File: src/rtl/il_pkg.sv
package il_pkg;

    typedef enum logic [1:0] {
        OWN_NONE  = 2'b00,
        OWN_UPPER = 2'b01,
        OWN_LOWER = 2'b10
    } owner_e;

    typedef struct packed {
        logic upper;
        logic lower;
    } arm_pair_t;

    // Next holder of one phase, given the current holder and the synchronised requests.
    function automatic owner_e next_owner(owner_e cur, arm_pair_t req);
        owner_e nxt;
        case (cur)
            OWN_UPPER: begin
                if (req.upper)      nxt = OWN_UPPER;
                else if (req.lower) nxt = OWN_LOWER;
                else                nxt = OWN_NONE;
            end
            OWN_LOWER: begin
                if (req.lower)      nxt = OWN_LOWER;
                else if (req.upper) nxt = OWN_UPPER;
                else                nxt = OWN_NONE;
            end
            default: begin
                // Idle: a lone request wins; a tie grants nobody.
                if (req.upper && !req.lower)      nxt = OWN_UPPER;
                else if (req.lower && !req.upper) nxt = OWN_LOWER;
                else                              nxt = OWN_NONE;
            end
        endcase
        return nxt;
    endfunction

    function automatic arm_pair_t gates_of(owner_e own);
        arm_pair_t g;
        g.upper = (own == OWN_UPPER);
        g.lower = (own == OWN_LOWER);
        return g;
    endfunction

endpackage

File: src/rtl/il_sync.sv
module il_sync #(
    parameter int WIDTH  = 6,
    parameter int STAGES = 2
) (
    input  logic             clk,
    input  logic             rst,
    input  logic [WIDTH-1:0] d,
    output logic [WIDTH-1:0] q
);
    localparam int LAST = STAGES - 1;

    logic [WIDTH-1:0] stage_q [STAGES];

    always_ff @(posedge clk) begin
        if (rst) begin
            for (int i = 0; i < STAGES; i++) stage_q[i] <= '0;
        end else begin
            stage_q[0] <= d;
            for (int i = 1; i < STAGES; i++) stage_q[i] <= stage_q[i-1];
        end
    end

    assign q = stage_q[LAST];

endmodule

File: src/rtl/il_phase_arb.sv
module il_phase_arb
    import il_pkg::*;
(
    input  logic      clk,
    input  logic      rst,
    input  arm_pair_t req,
    output arm_pair_t gate
);
    owner_e owner_q;

    always_ff @(posedge clk) begin
        if (rst) owner_q <= OWN_NONE;
        else     owner_q <= next_owner(owner_q, req);
    end

    assign gate = gates_of(owner_q);

    AST_EXCLUSIVE: assert property (@(posedge clk) disable iff (rst)
        !(gate.upper && gate.lower));
    AST_UPPER_DROP: assert property (@(posedge clk) disable iff (rst)
        !req.upper |=> !gate.upper);
    AST_UPPER_HOLD: assert property (@(posedge clk) disable iff (rst)
        gate.upper && req.upper |=> gate.upper && !gate.lower);
    AST_LOWER_HOLD: assert property (@(posedge clk) disable iff (rst)
        gate.lower && req.lower |=> gate.lower && !gate.upper);
    AST_HANDOVER_UP: assert property (@(posedge clk) disable iff (rst)
        gate.upper && !req.upper && req.lower |=> gate.lower);
    AST_HANDOVER_LO: assert property (@(posedge clk) disable iff (rst)
        gate.lower && !req.lower && req.upper |=> gate.upper);
    AST_TIE_IDLE: assert property (@(posedge clk) disable iff (rst)
        !gate.upper && !gate.lower && req.upper && req.lower
        |=> !gate.upper && !gate.lower);

endmodule

File: src/rtl/il_interlock.sv
module il_interlock
    import il_pkg::*;
#(
    parameter int NUM_PHASES  = 3,
    parameter int SYNC_STAGES = 2
) (
    input  logic                  clk,
    input  logic                  rst,
    input  logic [NUM_PHASES-1:0] req_upper,
    input  logic [NUM_PHASES-1:0] req_lower,
    output logic [NUM_PHASES-1:0] gate_upper,
    output logic [NUM_PHASES-1:0] gate_lower
);
    localparam int REQ_W = 2 * NUM_PHASES;

    logic [REQ_W-1:0] raw_req;
    logic [REQ_W-1:0] sync_req;

    assign raw_req = {req_upper, req_lower};

    il_sync #(
        .WIDTH  (REQ_W),
        .STAGES (SYNC_STAGES)
    ) u_sync (
        .clk (clk),
        .rst (rst),
        .d   (raw_req),
        .q   (sync_req)
    );

    for (genvar p = 0; p < NUM_PHASES; p++) begin : g_phase
        arm_pair_t ph_req;
        arm_pair_t ph_gate;

        assign ph_req.upper = sync_req[NUM_PHASES + p];
        assign ph_req.lower = sync_req[p];

        il_phase_arb u_arb (
            .clk  (clk),
            .rst  (rst),
            .req  (ph_req),
            .gate (ph_gate)
        );

        assign gate_upper[p] = ph_gate.upper;
        assign gate_lower[p] = ph_gate.lower;
    end

    AST_RESET_QUIET: assert property (@(posedge clk)
        rst |=> (gate_upper == '0) && (gate_lower == '0));

endmodule

File: config.mk
export PLATFORM = sky130hd
export DESIGN_NAME = il_interlock
export DESIGN_NICKNAME = d
export VERILOG_FILES = /design/src/rtl/il_pkg.sv /design/src/rtl/il_sync.sv /design/src/rtl/il_phase_arb.sv /design/src/rtl/il_interlock.sv
export SDC_FILE = /design/constraint.sdc
export NUM_CORES = 1
export LEC_CHECK = 0
export BUFFER_PORTS_ARGS = -buffer_cell sky130_fd_sc_hd__buf_4
export CORE_AREA = 2 2 40 42
export CTS_CLUSTER_DIAMETER = 40
export DETAILED_ROUTE_END_ITERATION = 10
export DIE_AREA = 0 0 42 44
export GPL_TIMING_DRIVEN = 0
export PLACE_DENSITY = 0.77
export SLEW_MARGIN = 20
export SYNTH_ARGS = -nofsm -noshare
export SYNTH_HDL_FRONTEND = slang
export SYNTH_SLANG_ARGS = --single-unit
File: constraint.sdc
create_clock -name clk -period 1.9 [get_ports clk]
set_clock_uncertainty 0.15 [all_clocks]
set_input_delay 0.285 -clock clk [delete_from_list [all_inputs] [get_ports clk]]
set_output_delay 0.285 -clock clk [all_outputs]
set_load 0.03 [all_outputs]
Word-level counts from Yosys, hierarchy flattened
Memories as Yosys holds them, arrays and structs flattened.
Index checks and enable logic that the tools add are counted.
{"block": "totals", "register_bits": 6, "ram_bits": 12, "in_bits": 8, "output_inout_bits": 6, "word_cells": 50, "memories": 1}
{"name": "u_sync.stage_q", "depth": 2, "width": 6, "read_ports": 2, "rd_clocked_by_memory_dff": 0, "wr": 2, "line_no": "il_sync.sv:12", "rtl": "logic [WIDTH-1:0] stage_q [STAGES];"}
{"block": "op_classes", "eq_ne": 6, "muxes": 26, "n_bitwise": 2, "n_reduce_logical": 12}
{"op": "2-to-1 mux 2 bit", "count": 15}
{"op": "2-to-1 mux 6 bit", "count": 2}
{"op": "one-hot mux 2 bit (2 select lines)", "count": 3}
{"op": "== test 2 x 1 -> 1 bit (second input constant)", "count": 3}
{"op": "== test 2 bit (second input constant)", "count": 3}
{"op": "logical AND 1 bit", "count": 6}
{"op": "logical NOT 1 bit", "count": 6}
{"op": "2-to-1 mux 1 bit", "count": 6}
{"op": "OR 1 bit", "count": 2}

Depth between registers and ports, before layout
An unclocked memory read counts as a cell.
{"block": "logic_depth", "depth_word": 6, "depth_mapped": 4, "depth_no_buf": 4}

Hierarchy
From an unflattened synthesis, not the netlist that was laid out.
{"block": "unflattened", "cells_unflattened": 73, "hier_area_um2": 802.0}
{"module": "il_sync", "instances": 1, "cells_each": 31, "area_per_inst_um2": 411.6, "seq_area_each_um2": 240.2}
{"module": "il_phase_arb", "instances": 3, "cells_each": 14, "area_per_inst_um2": 130.1, "seq_area_each_um2": 40.0}

Least setup slack after synthesis
No wires, ideal clock.
{"block": "synth_timing", "kind": "register to register", "startpoint": "register g_phase[0].u_arb.owner_q[0]", "endpoint": "register g_phase[0].u_arb.owner_q[0]", "setup_ns": 0.119, "arrival_time_ns": 0.951, "required_time_ns": 1.631, "path_slack_ns": 0.680, "path_stages_with_launch": 5, "n_path_buf": 0, "period_less_slack_ns": 1.220, "cell_sequence": "dfxtp_1 -> inv_1 -> ha_1 -> o21bai_1 -> a21oi_2"}
{"block": "synth_via", "elab_chain_cells": 2, "word_cells_on_any_way": 3, "cone_classes": "eq/ne (2); mux (1)"}
{"item": "start: declaration", "line_no": "il_phase_arb.sv:9", "rtl": "owner_e owner_q;"}
{"item": "start signal: assignment", "line_no": "il_phase_arb.sv:13", "rtl": "else owner_q <= next_owner(owner_q, req);"}
{"item": "== test 2 bit"}
{"item": "net gate_lower[0]", "line_no": "il_interlock.sv:12", "rtl": "output logic [NUM_PHASES-1:0] gate_lower"}
{"item": "one-hot mux 2 bit (2 select lines)", "line_no": "il_pkg.sv:17", "rtl": "case (cur)"}
The timed path passes the listed nets, and every way through them passes these cells.
A chain may end at the register's enable or synchronous reset.

Worst setup path after layout
{"block": "layout_timing", "startpoint": "register g_phase[0].u_arb.owner_q[0]", "endpoint": "output gate_lower[0]"}
{"block": "layout_via", "elab_chain_cells": 1}
{"item": "== test 2 bit", "line_no": "il_pkg.sv:41", "rtl": "g.lower = (own == OWN_LOWER);"}
{"item": "end: declaration", "line_no": "il_interlock.sv:12"}
Every way passes these cells.

==> metrics.cfg <==
[outcome]
status=completed

[power]
switching_share_pct=20.8
power-per-cell-area_nw_per_um2=766
power.share.sequential_pct=57.8
clock_power_share_pct=32.8
worst_ir_drop_vdd_mv=0.492
intPower_uw=545
power_leakage_uw=0.000372
p_comb_share_pct=9.4
net_sw_power_uw=143

[floorplanning]
core_um2=1420
initial_utilization_pct=52.4
dieWidth_um=42
die_area_um2=1850
dieHeight_um=44
floorplan.rows=14
ioPinCount=14

[critical_path]
worstPathMaxFanout=3
startpoint_type=flip-flop
worst_setup_path_startpoint=g_phase[0].u_arb.owner_q[0]
crit_type=flip-flop to primary output
crit_required_ps=1460
reg2reg_from=g_phase[0].u_arb.owner_q[0]
critPathCaptureType=primary output
critPathArrivalTime_ps=1110

[synthesis]
postSynthCellCount=69
mappedNetlistArea_um2=743
seq_area_frac_synth_pct=48.5
yosysUniqueCellTypes=10
ys.warnings.count=0
netlist.top_cell.by_area=sky130_fd_sc_hd__dfxtp_1
syn-num-nets=85
synth.ff_latch_count=18
largest_cells_by_area_after_synthesis=sky130_fd_sc_hd__dfxtp_1 48%, sky130_fd_sc_hd__ha_1 13%, sky130_fd_sc_hd__nand2b_1 10%, sky130_fd_sc_hd__nor2b_1 8.4%, sky130_fd_sc_hd__o21bai_1 6.1%
syn_avg_cell_area_um2=10.8
yosysTopAreaCellShare_pct=48.5

[placement]
pre_cts_ws_ps=653
dp_cells=98
placedInstanceArea_um2=861
port_buffers=13
place.detailed.hpwl_um=760
finalWeightedCongestion=0.692

[clock_tree]
cts.path.max_buffers=2
htreeDepth=1
ctsRootBufferMaster=sky130_fd_sc_hd__clkbuf_4
clock_pin_slew_of_the_registers_on_the_worst_case_setup_and_hold_paths_ps=100
cts_post_setup_buffers_inserted=0
cts.hold.buffers_added=0
cts.sink_count=18
cts.repair.resized=0
latest_clock_arrival_within_the_worst_skew_pair_ps=280
tritoncts=built
cts-buffers-inserted=3

[finish]
layout.cells.most_common_list=18 x sky130_fd_sc_hd__dfxtp_1, 13 x sky130_fd_sc_hd__buf_4, 12 x sky130_fd_sc_hd__nand2b_1
layout.cells.most_common=sky130_fd_sc_hd__dfxtp_1
share_of_final_layout_standard_cells_stronger_than_drive_strength_1_pct=29.1
nNetsFinal=103
layout_overhead_on_the_synthesized_area_pct=20.7
final_area_um2=897
final_cells=102
antenna-diode-count=0

[sta]
finalWorstSetupSlack_ps=354
fmax_ghz=0.647
setup_violations=0
finalHoldViolCount=0
max-slew-margin-rel_pct=89.2
tightest_slew_ps=161
timing.final.max_slew_violations=0
rsz0062_at_grt=no
timing.final.crit_share_pct=81.4
post-route-min-period_ps=1550
fin_tns_setup_ps=0

[routing]
detailed_router_iteration_count_before_antenna_repair=3
wirelength_um=960
drc=0
drt_iter0_drc=7
detailroute.via_count=477
viasPerCell=4.68
final_antenna_net_count=0
post_drt_wl_per_cell_um=9.41

[global_route]
grt_pass1_wl_um=1740
largest_net_degree_at_the_start_of_global_routing=11
antenna_found_initial=0
globalRouteOverflowTotal=0
track_usage_pct=12.8
grt_pass1_vias=447

[hold_path]
worstHoldStart=req_upper[2]
holdCritPathClass=input pin to flip-flop

[flow_run]
max_cap_viol_count=0

[Yosys cell counts]
master                     number
sky130_fd_sc_hd__o21bai_1       6
sky130_fd_sc_hd__and2b_2        2
sky130_fd_sc_hd__a21oi_2        5
sky130_fd_sc_hd__inv_1          6
sky130_fd_sc_hd__buf_6          1
sky130_fd_sc_hd__ha_1           8
sky130_fd_sc_hd__nand2b_1      12
sky130_fd_sc_hd__a21oi_1        1
sky130_fd_sc_hd__dfxtp_1       18
sky130_fd_sc_hd__nor2b_1       10
[area by class of cell]
type / instances / area (µm²)
plain buffers: 1 / 11.3
clock buffers: 4 / 36.3
repair buffers: 13 / 97.6
inverters: 6 / 22.5
fillers: 111 / 522
multi-input cells: 44 / 349
well taps: 16 / 20.0
flip-flops and latches: 18 / 360
[worst paths after layout]
| check | cells past startpoint | endpoint | slack (ps) |
|---|---|---|---|
| worst max-delay path | 3 | gate_lower[0] | 350 |
| worst min-delay path | 2 | u_sync.stage_q[0][5] | 50 |
| worst max register to register | 4 | g_phase[0].u_arb.owner_q[0] | 640 |
| worst min register to register | 1 | u_sync.stage_q[0][6] | 290 |
[registers in the layout, summed over array words and instances, names as in the netlist]
register / cells
g_phase.u_arb.owner_q: 6
u_sync.stage_q: 12
[power by group through the flow]
stage | registers (µW) | logic, µW | clock network (µW)
floorplan | 405 | 44.5 | 0
global placement | 406 | 63.7 | 0
detailed placement | 407 | 65.5 | 0
CTS | 398 | 65.8 | 234
global route | 400 | 71.3 | 254
finish | 398 | 64.6 | 225
[through the flow]
step | total power (µW) | utilization (%) | hold slack [ps]
finish | 688 | 63.2 | 51.9
global route | 725 | 63.2 | 43.6
CTS | 698 | 63.2 | 44.5
global placement | 469 | 60.7 | 267
detailed placement | 472 | 60.7 | 274
floorplan | 450 | - | 263
[worst max-delay path: stages (launching register included)]
cell and delay [ps]:
sky130_fd_sc_hd__dfxtp_1 370, sky130_fd_sc_hd__inv_1 60, sky130_fd_sc_hd__ha_1 220, sky130_fd_sc_hd__buf_4 180
[metal layers]
layer,wire length [µm],global-route usage (%)
met3,46,3.75
met2,471,21.3
met4,10,7.74
met1,431,14.6
met5,0,0
[cells by family (layout without fill, tap and decap cells)]
kind of cell / count (synthesis) / count (layout) / share of synthesized area [%]
AO/OA/AOI/OAI: 12 / 12 / 12.6
adder cells (fa/ha/maj): 8 / 8 / 13.5
buffers and inverters: 7 / 24 / 4.55
flip-flops: 18 / 18 / 48.5
AND/OR/NAND/NOR: 24 / 24 / 20.9
Power figures use the tool's default switching activity.
